==> config.mk <==
export PLATFORM = sky130hd
export DESIGN_NAME = sdram_manual_cmd_seq
export DESIGN_NICKNAME = d
export VERILOG_FILES = /design/src/rtl/mcs_pkg.sv /design/src/rtl/mcs_req_slot.sv /design/src/rtl/mcs_exit_timer.sv /design/src/rtl/sdram_manual_cmd_seq.sv
export SDC_FILE = /design/constraint.sdc
export NUM_CORES = 1
export LEC_CHECK = 0
export BUFFER_PORTS_ARGS = -buffer_cell sky130_fd_sc_hd__buf_2
export CORE_UTILIZATION = 42
export CTS_CLUSTER_DIAMETER = 50
export DETAILED_ROUTE_END_ITERATION = 12
export PLACE_DENSITY_LB_ADDON = 0.1
export RECOVER_POWER = 50
export SLEW_MARGIN = 20
export SYNTH_ARGS = -nofsm -noshare
export SYNTH_HDL_FRONTEND = slang
export SYNTH_SLANG_ARGS = --single-unit
==> constraint.sdc <==
create_clock -name clk -period 1.4 [get_ports clk]
set_clock_uncertainty 0.05 [all_clocks]
set_input_delay 0.21 -clock clk [delete_from_list [all_inputs] [get_ports clk]]
set_output_delay 0.21 -clock clk [all_outputs]
set_load 0.02 [all_outputs]
==> src/rtl/mcs_pkg.sv <==
package mcs_pkg;

    localparam int ADDR_W     = 2;
    localparam int TXSR_W     = 4;
    localparam int REC_SHIFT  = 4;
    localparam int REC_W      = TXSR_W + REC_SHIFT;

    localparam logic [ADDR_W-1:0] REG_PRECHARGE = 2'd0;
    localparam logic [ADDR_W-1:0] REG_AUTOREF   = 2'd1;
    localparam logic [ADDR_W-1:0] REG_SELFREF   = 2'd2;
    localparam logic [ADDR_W-1:0] REG_STATUS    = 2'd3;

    typedef enum logic [1:0] {
        CMD_NONE          = 2'd0,
        CMD_PRECHARGE_ALL = 2'd1,
        CMD_AUTO_REFRESH  = 2'd2,
        CMD_SELF_REFRESH  = 2'd3
    } sdcmd_e;

    typedef enum logic [1:0] {
        REQ_PRE,
        REQ_AREF,
        REQ_SR_ENTER,
        REQ_SR_EXIT
    } req_e;

    // Last count value of the recovery window: (txsr+1)*2^REC_SHIFT - 1
    function automatic logic [REC_W-1:0] rec_last(input logic [TXSR_W-1:0] txsr);
        return {txsr, {REC_SHIFT{1'b1}}};
    endfunction

endpackage

==> src/rtl/mcs_req_slot.sv <==
module mcs_req_slot
    import mcs_pkg::*;
(
    input  logic              clk,
    input  logic              rst,
    input  logic              wr_en,
    input  logic [ADDR_W-1:0] wr_addr,
    input  logic              pop,
    output logic              q_valid,
    output req_e              q_kind,
    output logic              overflow
);
    logic is_req;
    logic slot_free;
    logic phase;        // 0: next self-refresh write enters, 1: it exits
    req_e new_kind;

    assign is_req    = wr_en && (wr_addr != REG_STATUS);
    assign slot_free = !q_valid || pop;

    always_comb begin
        unique case (wr_addr)
            REG_PRECHARGE: new_kind = REQ_PRE;
            REG_AUTOREF:   new_kind = REQ_AREF;
            default:       new_kind = phase ? REQ_SR_EXIT : REQ_SR_ENTER;
        endcase
    end

    always_ff @(posedge clk) begin
        if (rst) begin
            q_valid  <= 1'b0;
            q_kind   <= REQ_PRE;
            phase    <= 1'b0;
            overflow <= 1'b0;
        end else begin
            overflow <= is_req && !slot_free;
            if (pop)
                q_valid <= 1'b0;
            if (is_req && slot_free) begin
                q_valid <= 1'b1;
                q_kind  <= new_kind;
                if (wr_addr == REG_SELFREF)
                    phase <= ~phase;
            end
        end
    end
endmodule

==> src/rtl/mcs_exit_timer.sv <==
module mcs_exit_timer
    import mcs_pkg::*;
(
    input  logic              clk,
    input  logic              rst,
    input  logic              start,
    input  logic [TXSR_W-1:0] txsr,
    output logic              running
);
    logic [REC_W-1:0] cnt;

    always_ff @(posedge clk) begin
        if (rst) begin
            cnt     <= '0;
            running <= 1'b0;
        end else if (start) begin
            cnt     <= rec_last(txsr);
            running <= 1'b1;
        end else if (running) begin
            if (cnt == '0)
                running <= 1'b0;
            else
                cnt <= cnt - 1'b1;
        end
    end
endmodule

==> src/rtl/sdram_manual_cmd_seq.sv <==
module sdram_manual_cmd_seq
    import mcs_pkg::*;
#(
    parameter int NCS     = 4,
    parameter int TIMER_W = 16
) (
    input  logic               clk,
    input  logic               rst,
    input  logic               por,
    input  logic               wr_en,
    input  logic [1:0]         wr_addr,
    input  logic [1:0]         rd_addr,
    output logic [TIMER_W-1:0] rd_data,
    input  logic [TIMER_W-1:0] refresh_timer,
    input  logic [NCS-1:0]     cs_en,
    input  logic [3:0]         txsr,
    input  logic               cmd_accept,
    output logic               cmd_valid,
    output logic [1:0]         cmd,
    output logic [NCS-1:0]     cmd_cs,
    output logic               cke,
    output logic               slf,
    output logic               err,
    output logic               busy
);
    typedef enum logic {ST_IDLE, ST_ISSUE} st_e;

    logic     logic_rst;
    st_e      st;
    sdcmd_e   cmd_r;
    logic [NCS-1:0] cs_r;
    logic     slf_r, err_r, cke_r;
    logic     q_valid, overflow, rec_running;
    req_e     q_kind;
    logic     dispatch, rec_start, sr_done, drop;

    assign logic_rst = rst || por;

    mcs_req_slot u_slot (
        .clk      (clk),
        .rst      (logic_rst),
        .wr_en    (wr_en),
        .wr_addr  (wr_addr),
        .pop      (dispatch),
        .q_valid  (q_valid),
        .q_kind   (q_kind),
        .overflow (overflow)
    );

    mcs_exit_timer u_timer (
        .clk     (clk),
        .rst     (logic_rst),
        .start   (rec_start),
        .txsr    (txsr),
        .running (rec_running)
    );

    assign dispatch  = (st == ST_IDLE) && q_valid && !rec_running;
    assign rec_start = dispatch && (q_kind == REQ_SR_EXIT);
    assign sr_done   = (st == ST_ISSUE) && cmd_accept && (cmd_r == CMD_SELF_REFRESH);
    assign drop      = dispatch && slf_r && ((q_kind == REQ_PRE) || (q_kind == REQ_AREF));

    always_ff @(posedge clk) begin
        if (logic_rst) begin
            st    <= ST_IDLE;
            cmd_r <= CMD_NONE;
            cs_r  <= '0;
            slf_r <= 1'b0;
            err_r <= 1'b0;
        end else begin
            err_r <= err_r | overflow | drop;
            if ((st == ST_ISSUE) && cmd_accept) begin
                st <= ST_IDLE;
                if (sr_done)
                    slf_r <= 1'b1;
            end
            if (dispatch) begin
                unique case (q_kind)
                    REQ_PRE: if (!slf_r) begin
                        st    <= ST_ISSUE;
                        cmd_r <= CMD_PRECHARGE_ALL;
                        cs_r  <= cs_en;
                    end
                    REQ_AREF: if (!slf_r) begin
                        st    <= ST_ISSUE;
                        cmd_r <= CMD_AUTO_REFRESH;
                        cs_r  <= cs_en;
                    end
                    REQ_SR_ENTER: if (!cke_r) begin
                        slf_r <= 1'b1;      // memory already self-refreshing
                    end else begin
                        st    <= ST_ISSUE;
                        cmd_r <= CMD_SELF_REFRESH;
                        cs_r  <= cs_en;
                    end
                    REQ_SR_EXIT: slf_r <= 1'b0;
                endcase
            end
        end
    end

    // Clock enable survives the logic reset; only the full reset raises it.
    always_ff @(posedge clk) begin
        if (por)
            cke_r <= 1'b1;
        else if (rec_start)
            cke_r <= 1'b1;
        else if (sr_done)
            cke_r <= 1'b0;
    end

    always_comb begin
        unique case (rd_addr)
            REG_AUTOREF: rd_data = refresh_timer;
            REG_STATUS:  rd_data = {{(TIMER_W-2){1'b0}}, err_r, slf_r};
            default:     rd_data = '0;
        endcase
    end

    assign cmd_valid = (st == ST_ISSUE);
    assign cmd       = cmd_valid ? cmd_r : CMD_NONE;
    assign cmd_cs    = cs_r;
    assign cke       = cke_r;
    assign slf       = slf_r;
    assign err       = err_r;
    assign busy      = (st != ST_IDLE) || q_valid || rec_running;
endmodule

==> summary.txt <==
# rows -> 20
Max FO, Critical Path -> 2
I/O Buffers -> 59
unrepaired setup endpoints after global routing -> true
Die Ht -> 58.14 microns
worst min path class -> input port to flop
Max Buffers Root-to-Sink -> 2
final hold violation count -> 0
worst vdd ir -> 0.5937 mV
fillers -> 239
largest net degree at the start of global routing -> 16
critical path endpoint category -> output port
vias in the first global route -> 1385
CP startpoint kind -> flop
Clock Pin Slew Worst Setup and Hold Paths -> 0.15 ns
# DRC -> 0
dpl ws -> -0.1390 ns
Seq. cell area -> 499.2 sq um
Post-Synthesis Net Count -> 200
fmax -> 647.9 MHz
DP Cell Count -> 278
Gate Count Post-Synth -> 159
Hold WS -> 0.03407 ns
headroom to the max-slew limit -> 0.7670
final cell count without fillers -> 293
P per Cell Area -> 654.2 mW/mm^2
predominant post-synthesis flop cell -> dfxtp_1
first-pass GRT wire length -> 5.616 mm
overall power -> 1.422 mW
core box area -> 0.003028 sq mm
H-tree depth -> 1
post-synth design cell area -> 0.001324 sq mm
final worst-path cycle share -> 1.102
dpl hpwl -> 2.513 mm
final slew viol count -> 0
LEAKAGE -> 0.9804 nW
Multi-input gate area -> 965.9 sq um
Final #Nets -> 291
wire per inst -> 12.61 microns
Final WS setup -> -0.1434 ns
Tmin final -> 1.543 ns
CTS tree -> yes
Initial Utilization -> 0.4372
Vias/cell -> 5.082
ys async rst share -> 0
Max-Cap Viols -> 0
clock buffer count from CTS -> 3
WS Path Type -> flop to output port
synth unique cells -> 35
share of cells above drive strength 1 -> 0.5582
die area -> 0.003380 sq mm
Die W -> 58.14 microns
Initial DRT Pass Iterations -> 6
Vias -> 1489
Global Route Usage Sum -> 0.2123
total congestion overflow -> 0
Worst Max-Slew Pin Slew -> 0.3479 ns
DRT Wirelength -> 3.694 mm
routability cong. -> 0.8222
clock sink total -> 24
violated checks -> setup timing
# setup viols final -> 13
status -> finished with violations
CP arrival -> 1.28 ns
initial antenna violation count -> 0
drt initial violations -> 45
Syn-to-layout area delta -> 64.18%
Worst-Skew Late Latency -> 0.33 ns
#FFs+latches synth -> 24
EDFF count, synth -> 0
yosys warns -> 0
worst path required time -> 1.14 ns
Antenna diodes -> 0
root buffer cell -> clkbuf_4
antenna-violating nets left -> 0
Top Ports -> 60
Mean Syn Cell Area -> 8.326 sq um
sequential cell area fraction in the yosys report -> 0.3629
[cell families (layout without fill, tap and decap cells)]
logic type / after synthesis / after routing / share of synthesized area
AOI/OAI and AO/OA: 33 / 33 / 0.1503
muxes: 4 / 4 / 0.03025
buffers and inverters: 11 / 101 / 0.03213
adders and majority gates: 8 / 8 / 0.07562
and+or+nand+nor: 78 / 78 / 0.3422
xor gates and xnor gates: 1 / 1 / 0.006617
DFF: 24 / 24 / 0.3629
[synthesized netlist by cell type (2+ instances only)]
cell type  instances  area share
nor3_1             4       0.015
nand4_1            4       0.019
o21ai_0           12       0.045
a211oi_1           3       0.017
nor3b_2            2       0.019
a21boi_0           2       0.011
nand2b_1           2      0.0095
nand3_1           10       0.038
clkbuf_1           4       0.011
nand2_1           16       0.045
or3_1              2      0.0095
and2_1            17       0.080
a31oi_1            2      0.0095
nand3b_1           2       0.011
a21oi_1            9       0.034
mux2i_1            4       0.030
nor2_1             9       0.026
ha_1               8       0.076
inv_1              6       0.017
dfxtp_1           24        0.36
nor2b_1            3       0.014
[cells in the final DEF, fill, tap and decap left out, drive strengths merged, types with 2 or more instances in the layout]
master and instances:
a31oi 2, and2 17, inv 6, nor2 9, clkbuf 3, nand3b 2
nor3 4, nand4 4, dfxtp 24, nand2b 2, buf 91, o21ai 12
nor4 2, nand2 16, nor3b 3, mux2i 4, nor2b 3, ha 8
or3 2, a21oi 9, a211oi 3, nand3 10, a21boi 2
[final timing paths]
| check | from | endpoint | slack (ns) | depth (start not counted) |
|---|---|---|---|---|
| setup / recovery | cmd_valid$_SDFF_PP0_ | busy | -0.14 | 3 |
| hold reg to reg | cmd_cs[0]$_SDFFE_PP0P_ | cmd_cs[0]$_SDFFE_PP0P_ | 0.42 | 2 |
| setup reg to reg | u_slot.q_kind[0]$_SDFFE_PP0P_ | cmd_cs[3]$_SDFFE_PP0P_ | -0.12 | 6 |
| hold / removal | por | cke$_SDFFE_PP1P_ | 0.03 | 3 |
[stage by stage]
step	cell area (sq um)	util	TNS (ns)
floorplan	1353	-	-0.09363
global placement	1841	0.6079	-0.4686
detailed placement	1841	0.6079	-1.627
CTS	2072	0.6843	-0.8361
global route	2173	0.7178	-2.277
finish	2173	0.7178	-0.9852
[report_power, final]
group / leakage [nW] / internal (mW) / switching, mW
logic: 0.753 / 0.101 / 0.106
registers: 0.199 / 0.685 / 0.00715
clock network: 0.0279 / 0.290 / 0.232
[area by class of cell]
class,instances,share of cell area
Inverter,6,0.01267
Clock buffer,3,0.01036
Timing Repair Buffer,91,0.2637
Tap cell,44,0.02533
Clock inverter,1,0.01382
Sequential cell,24,0.2297
Multi-Input combinational cell,124,0.4444
[critical path: stages, from the launching register on]
cell and delay (ns):
dfxtp_2 0.35, buf_6 0.11, or3_4 0.36, buf_6 0.14
[repair_timing]
item	CTS	global route
gates cloned	0	0
hold buffers	0	0
setup buffers	9	2
gates resized for setup	33	26
setup endpoints to repair	30	23
pin swaps	13	15
[flip-flops by register name, summed over array words and instances (netlist names)]
| register | count |
|---|---|
| err | 1 |
| u_slot.q_valid | 1 |
| u_slot.phase | 1 |
| cke | 1 |
| u_slot.overflow | 1 |
| u_timer.cnt | 8 |
| u_timer.running | 1 |
| cmd_r | 2 |
| u_slot.q_kind | 2 |
| cmd_cs | 4 |
| slf | 1 |
| cmd_valid | 1 |
[layer usage]
metal | vias to the layer above | routed length [microns] | global-route usage
met1 | 705 | 1495 | 0.2346
met5 | - | 0 | 0
met4 | 0 | 76 | 0.07483
li1 | 738 | - | -
met3 | 9 | 134 | 0.03125
met2 | 37 | 1987 | 0.4072
Power figures use the tool's default switching activity.
